===== config.mk =====
export PLATFORM = sky130hd
export DESIGN_NAME = dmx_tree
export DESIGN_NICKNAME = d
export VERILOG_FILES = /design/src/rtl/dmx_pkg.sv /design/src/rtl/dmx_split.sv /design/src/rtl/dmx_leaf.sv /design/src/rtl/dmx_tree.sv
export SDC_FILE = /design/constraint.sdc
export NUM_CORES = 1
export LEC_CHECK = 0
export BUFFER_PORTS_ARGS = -buffer_cell sky130_fd_sc_hd__buf_2
export CAP_MARGIN = 30
export CORE_MARGIN = 2
export CORE_UTILIZATION = 48
export CTS_CLUSTER_SIZE = 28
export DETAILED_ROUTE_END_ITERATION = 6
export PLACE_DENSITY = 0.73
export SLEW_MARGIN = 20
export SYNTH_ARGS = -nofsm -noshare
export SYNTH_HDL_FRONTEND = slang
export SYNTH_SLANG_ARGS = --single-unit

===== constraint.sdc =====
create_clock -name clk -period 7.05 [get_ports clk]
set_clock_uncertainty 0.1 [all_clocks]
set_input_delay 0 -clock clk [delete_from_list [all_inputs] [get_ports clk]]
set_output_delay 0 -clock clk [all_outputs]
set_load 0.005 [all_outputs]

===== src/rtl/dmx_pkg.sv =====
`timescale 1ns/1ps
package dmx_pkg;

  // Tree level of heap-numbered node n (root is node 1, level 0).
  function automatic int lvl_of(input int n);
    int l;
    l = 0;
    for (int k = 1; k < 31; k++) begin
      if ((n >> k) != 0) l = k;
    end
    return l;
  endfunction

  // Code bits a node at level s still holds.
  function automatic int bits_at(input int ch_w, input int s);
    return ch_w - s;
  endfunction

  // Total code bits stored across all split nodes.
  function automatic int tag_total(input int ch_w);
    int t;
    t = 0;
    for (int l = 0; l < ch_w; l++) t += (1 << l) * bits_at(ch_w, l);
    return t;
  endfunction

  // Offset of node n's code bits inside the shared code pool.
  function automatic int tag_base(input int ch_w, input int n);
    int s;
    int off;
    s = lvl_of(n);
    off = 0;
    for (int l = 0; l < s; l++) off += (1 << l) * bits_at(ch_w, l);
    off += (n - (1 << s)) * bits_at(ch_w, s);
    return off;
  endfunction

endpackage


===== src/rtl/dmx_split.sv =====
`timescale 1ns/1ps
// One registered 1-to-2 split: holds a word plus its remaining code bits,
// steers on the top stored bit.
module dmx_split #(
  parameter int TW = 4,
  parameter int DW = 16
) (
  input  logic          clk,
  input  logic          rst_n,
  input  logic          in_v,
  input  logic [TW-1:0] in_tag,
  input  logic [DW-1:0] in_d,
  input  logic [1:0]    dn_ready,
  output logic          acc,
  output logic          q_v,
  output logic [TW-1:0] q_tag,
  output logic [DW-1:0] q_d
);
  logic sel;
  logic take;
  logic load;

  assign sel  = q_tag[TW-1];
  assign take = q_v & dn_ready[sel];
  assign acc  = ~q_v | take;
  assign load = in_v & acc;

  always_ff @(posedge clk or negedge rst_n) begin
    if (!rst_n)    q_v <= 1'b0;
    else if (load) q_v <= 1'b1;
    else if (take) q_v <= 1'b0;
  end

  always_ff @(posedge clk) begin
    if (load) begin
      q_tag <= in_tag;
      q_d   <= in_d;
    end
  end
endmodule


===== src/rtl/dmx_leaf.sv =====
`timescale 1ns/1ps
// Per-channel output register with valid/ready hand-off.
module dmx_leaf #(
  parameter int DW = 16
) (
  input  logic          clk,
  input  logic          rst_n,
  input  logic          in_v,
  input  logic [DW-1:0] in_d,
  input  logic          out_ready,
  output logic          acc,
  output logic          q_v,
  output logic [DW-1:0] q_d
);
  logic load;

  assign acc  = ~q_v | out_ready;
  assign load = in_v & acc;

  always_ff @(posedge clk or negedge rst_n) begin
    if (!rst_n)                 q_v <= 1'b0;
    else if (load)              q_v <= 1'b1;
    else if (q_v && out_ready)  q_v <= 1'b0;
  end

  always_ff @(posedge clk) begin
    if (load) q_d <= in_d;
  end
endmodule


===== src/rtl/dmx_tree.sv =====
`timescale 1ns/1ps
module dmx_tree import dmx_pkg::*; #(
  parameter  int DATA_W  = 16,
  parameter  int CH_W    = 4,
  localparam int N_CH    = 1 << CH_W,
  localparam int N_SPLIT = N_CH - 1,
  localparam int N_NODE  = 2 * N_CH - 1,
  localparam int TAG_T   = tag_total(CH_W)
) (
  input  logic                   clk,
  input  logic                   rst_n,
  input  logic                   in_valid,
  input  logic [CH_W-1:0]        in_chan,
  input  logic [DATA_W-1:0]      in_data,
  output logic                   in_ready,
  output logic [N_CH-1:0]        out_valid,
  output logic [N_CH*DATA_W-1:0] out_data,
  input  logic [N_CH-1:0]        out_ready
);
  // Heap numbering: node n has children 2n (bit 0) and 2n+1 (bit 1).
  logic [N_NODE:1]   node_v;    // occupancy of every register, seen by checker
  logic [N_NODE:1]   node_acc;  // node can take a word this cycle
  logic [N_NODE:1]   feed_v;    // word presented to node
  logic [N_SPLIT:1]  node_br;   // branch chosen by each split node
  logic [DATA_W-1:0] node_d [1:N_NODE];
  logic [TAG_T-1:0]  tag_pool;

  assign in_ready  = node_acc[1];
  assign feed_v[1] = in_valid;

  genvar n;
  generate
    for (n = 2; n <= N_NODE; n++) begin : g_feed
      assign feed_v[n] = node_v[n/2] & (node_br[n/2] == 1'(n % 2));
    end

    for (n = 1; n <= N_SPLIT; n++) begin : g_split
      localparam int LV = lvl_of(n);
      localparam int TW = bits_at(CH_W, LV);
      localparam int TB = tag_base(CH_W, n);
      logic [TW-1:0]     up_tag;
      logic [DATA_W-1:0] up_d;
      if (n == 1) begin : g_root
        assign up_tag = in_chan;
        assign up_d   = in_data;
      end else begin : g_inner
        localparam int PB = tag_base(CH_W, n / 2);
        // drop the bit the parent already used
        assign up_tag = tag_pool[PB +: TW];
        assign up_d   = node_d[n/2];
      end
      assign node_br[n] = tag_pool[TB + TW - 1];
      dmx_split #(.TW(TW), .DW(DATA_W)) u_node (
        .clk      (clk),
        .rst_n    (rst_n),
        .in_v     (feed_v[n]),
        .in_tag   (up_tag),
        .in_d     (up_d),
        .dn_ready ({node_acc[2*n+1], node_acc[2*n]}),
        .acc      (node_acc[n]),
        .q_v      (node_v[n]),
        .q_tag    (tag_pool[TB +: TW]),
        .q_d      (node_d[n])
      );
    end

    for (n = 0; n < N_CH; n++) begin : g_leaf
      dmx_leaf #(.DW(DATA_W)) u_leaf (
        .clk       (clk),
        .rst_n     (rst_n),
        .in_v      (feed_v[N_CH+n]),
        .in_d      (node_d[(N_CH+n)/2]),
        .out_ready (out_ready[n]),
        .acc       (node_acc[N_CH+n]),
        .q_v       (node_v[N_CH+n]),
        .q_d       (node_d[N_CH+n])
      );
      assign out_valid[n] = node_v[N_CH+n];
      assign out_data[n*DATA_W +: DATA_W] = node_d[N_CH+n];
    end
  endgenerate
endmodule


==> results by group <==
Hold path
  – Hold WC Path Type: input pin to register
  – Worst Hold Depth: 2

Floorplan
  – Initial core utilization: roughly half
  – Die height: approximately 200 um
  – Io pins: 312
  – FP Rows: between 60 and 70
  – Die W: roughly 190 um
  – Die ar.: 37700 um^2
  – Core Area: about 36000 um^2

Clocking
  – Root Buffer: clkbuf_16
  – CTS tree: yes
  – Setup bufs post-CTS: 0
  – Clk_lat worst skew: 560 ps
  – Total CTS buffers: between 50 and 60
  – CTS Hold Bufs: 40
  – CTS H-tree lvls: 2
  – Quantity of gates resized following cts: 0
  – Clock Tree Buf Depth: 3
  – CTS clk-pin slew, worst paths: 60 ps
  – CTS Sinks: ~550

Logic synthesis
  – Synth area leaders: edfxtp_1 90%, dfrtp_1 4.5%, nand2b_1 1.2%, nand2_1 0.78%, nor2b_1 0.72%
  – Mapped Area: 17400 um^2
  – Post-Syn Instances: between 700 and 800
  – Mux contribution to synthesized area: less than 1%
  – Number of flops mapped to enable cells by yosys: around 520
  – Largest family of logic cells by synthesized area: simple AND/OR/NAND/NOR gates
  – Synth Area in Simple Gates: ~3.5%
  – Count of cell types in the netlist: 29
  – Area fraction in compound gates after synthesis: less than 1%
  – Post-Syn Nets: 744
  – Most frequent cell after synthesis: edfxtp_1
  – Synth Area in Adders: 0%
  – Yosys warning count: 0
  – Synth cell count leaders: 522 x edfxtp_1, 36 x nand2_1, 33 x nand2b_1, 31 x dfrtp_1, 20 x nor2b_1
  – Most area-hungry cell type in the Yosys netlist: edfxtp_1
  – Syn_area_per_cell: about 25 um^2
  – Register area share after synthesis: roughly 95%
  – Xor/xnor share of the synthesized area: 0%
  – Fraction of registers with async set/reset: 5.61%
  – Synth top area share: ~90%
  – Top FF cell, synth: edfxtp_1
  – Seq cells post-synth: roughly 550

Power
  – Max VDD drop: around 0.23 mV
  – Leakage: between 0.007 and 0.008 uW
  – PD cells: just under 300 nW/um^2

Routing
  – Detailed-route via count: 7927
  – 1st-pass router iterations: 5
  – Starting DRT DRC Count: 527
  – Routed WL per cell: 21.3 um
  – DRC Markers: 0
  – Post-Route WL: 34600 um
  – ANT nets after route: 0
  – Routed vias/inst: just under 5

Timing
  – Final-report hold violation count: 0
  – Final worst path period share: 37.8%
  – Sum Neg Setup Slack: 0 ps
  – Slew of the pin with the lowest slew margin: roughly 960 ps
  – RSZ-0062 raised after global routing: false
  – Fmax: roughly 380 MHz
  – Slew Limit Headroom: between 30% and 40%
  – Final setup violation count: 0
  – Setup ws final: 4380 ps
  – Post-route minimum period: 2670 ps
  – Final Max Slew Viols: 0

Worst setup path
  – Length in cells of the worst reg-to-reg path: 6
  – CP delay by family, top: compound AO/OA/AOI/OAI gates
  – Critical-path maximum fanout: 11
  – Slowest stage cell, crit path: a2111oi_4
  – CP arrival: between 2000 and 3000 ps
  – Crit path buffers/inverters: 1
  – Slowest stage delay, CP: 630 ps
  – Worst EP required: 7210 ps
  – Crit path depth: 6
  – CP Launch Type: register
  – Kind of critical path: register to register
  – Cells along the critical path: nand2b_1 -> o22ai_1 -> a22oi_1 -> o22ai_2 -> a2111oi_4 -> buf_6
  – Critical Path Sink Type: register

Cells and area
  – Area Overhead vs Synth: 23.9%
  – Share of cells above drive strength 1: 36.1%
  – Register area: about 16000 um^2
  – Nets: 1159
  – Fillers: roughly 2500
  – Area of the multi-input gates: 805 um^2
  – Diode count: 0

Place
  – Worst slack, placed: between 4000 and 5000 ps
  – Port Buffers: roughly 310
  – Detail Placement HPWL: 24600 um
  – Routability cong.: just under 0.8

Global routing
  – GR Util met3: 3.27%
  – Vias in the first global route: ~8000
  – Pin count of the biggest net entering global routing: 29
  – Initial antenna violation count: 2
  – GRT Residual Overflow: 0
  – GR met1 Demand/Resource: between 20% and 30%
  – Overall routing resource usage: a little under a fifth
  – Met2 usage: 31.8%
  – Grt peak-use layer: met2
  – First-pass GRT wire length: 51200 um

Job
  – MaxCap Viol Count: 0

Outcome
  – Outcome: completed
## power by group
group	total, uW	internal (uW)	switching [uW]
logic	97.1	42.1	55.0
registers	3670	3630	35.5
clock network	2480	1390	1090
## stage by stage
step / power [uW] / util [%] / instances / hold WS [ps] / instance area (um^2)
6_report: 6240 / 60.5 / 1619 / 57.9 / 21500
5_1_grt: 6440 / 60.5 / 1619 / 45.2 / 21500
4_1_cts: 6300 / 60.5 / 1619 / 33.1 / 21500
3_5_place_dp: 3820 / 55.2 / 1488 / 43.4 / 19600
3_3_place_gp: 3810 / 55.1 / 1487 / 26.1 / 19600
2_1_floorplan: 3750 / - / 705 / -396 / 17400
## kinds of logic (layout without fill, tap and decap cells)
family | count (synthesis) | count (layout)
AOI/OAI and AO/OA | 18 | 18
muxes | 1 | 1
DFF | 553 | 553
and+or+nand+nor | 111 | 111
buffers and inverters | 22 | 475
## cell usage in the layout (no fill, tap or decap), types with 2 or more instances in the layout
cell type	count
buf_2	311
buf_4	26
clkbuf_1	14
clkbuf_16	51
clkbuf_8	2
clkinv_1	13
clkinv_2	4
clkinvlp_4	3
dfrtp_1	31
dlygate4sd3_1	40
edfxtp_1	522
inv_1	6
nand2_1	36
nand2b_1	33
nand2b_2	3
nor2_1	9
nor2b_1	17
nor2b_2	3
o22a_1	3
o22ai_1	5
o22ai_2	3
or2_2	2
## routing by layer
layer | vias up | wire (um)
li1 | 3557 | -
met2 | 262 | 18000
met3 | 67 | 1740
met4 | 0 | 933
met1 | 4041 | 13900
met5 | - | 0
## cell type report
class / count / share of cell area (%)
Sequential cell: 553 / 76.4
Timing Repair Buffer: 378 / 10.1
Clock buffer: 67 / 6.30
Multi-Input combinational cell: 130 / 3.74
Tap cell: 461 / 2.68
Clock inverter: 24 / 0.698
Inverter: 6 / 0.105
## registers in the layout (all words and copies together) (netlist names)
register and flops:
g_split.u_node.q_d 240, g_leaf.u_leaf.q_d 256, g_leaf.u_leaf.q_v 16, g_split.u_node.q_v 15
g_split.u_node.q_tag 26
## final timing paths
kind	startpoint	endpoint	slack, ps
worst max-delay path	g_leaf[6].u_leaf.q_v	g_split[1].u_node.q_d[15]	4380
worst min-delay path	in_data[6]	g_split[1].u_node.q_d[6]	60
worst max register to register	g_leaf[6].u_leaf.q_v	g_split[1].u_node.q_d[15]	4380
worst min register to register	g_split[9].u_node.q_d[15]	g_leaf[2].u_leaf.q_d[15]	340
max in group asynchronous	rst_n	g_split[14].u_node.q_v	5140
min in group asynchronous	rst_n	g_leaf[2].u_leaf.q_v	490
No activity file was read; power rests on OpenSTA's default activity.
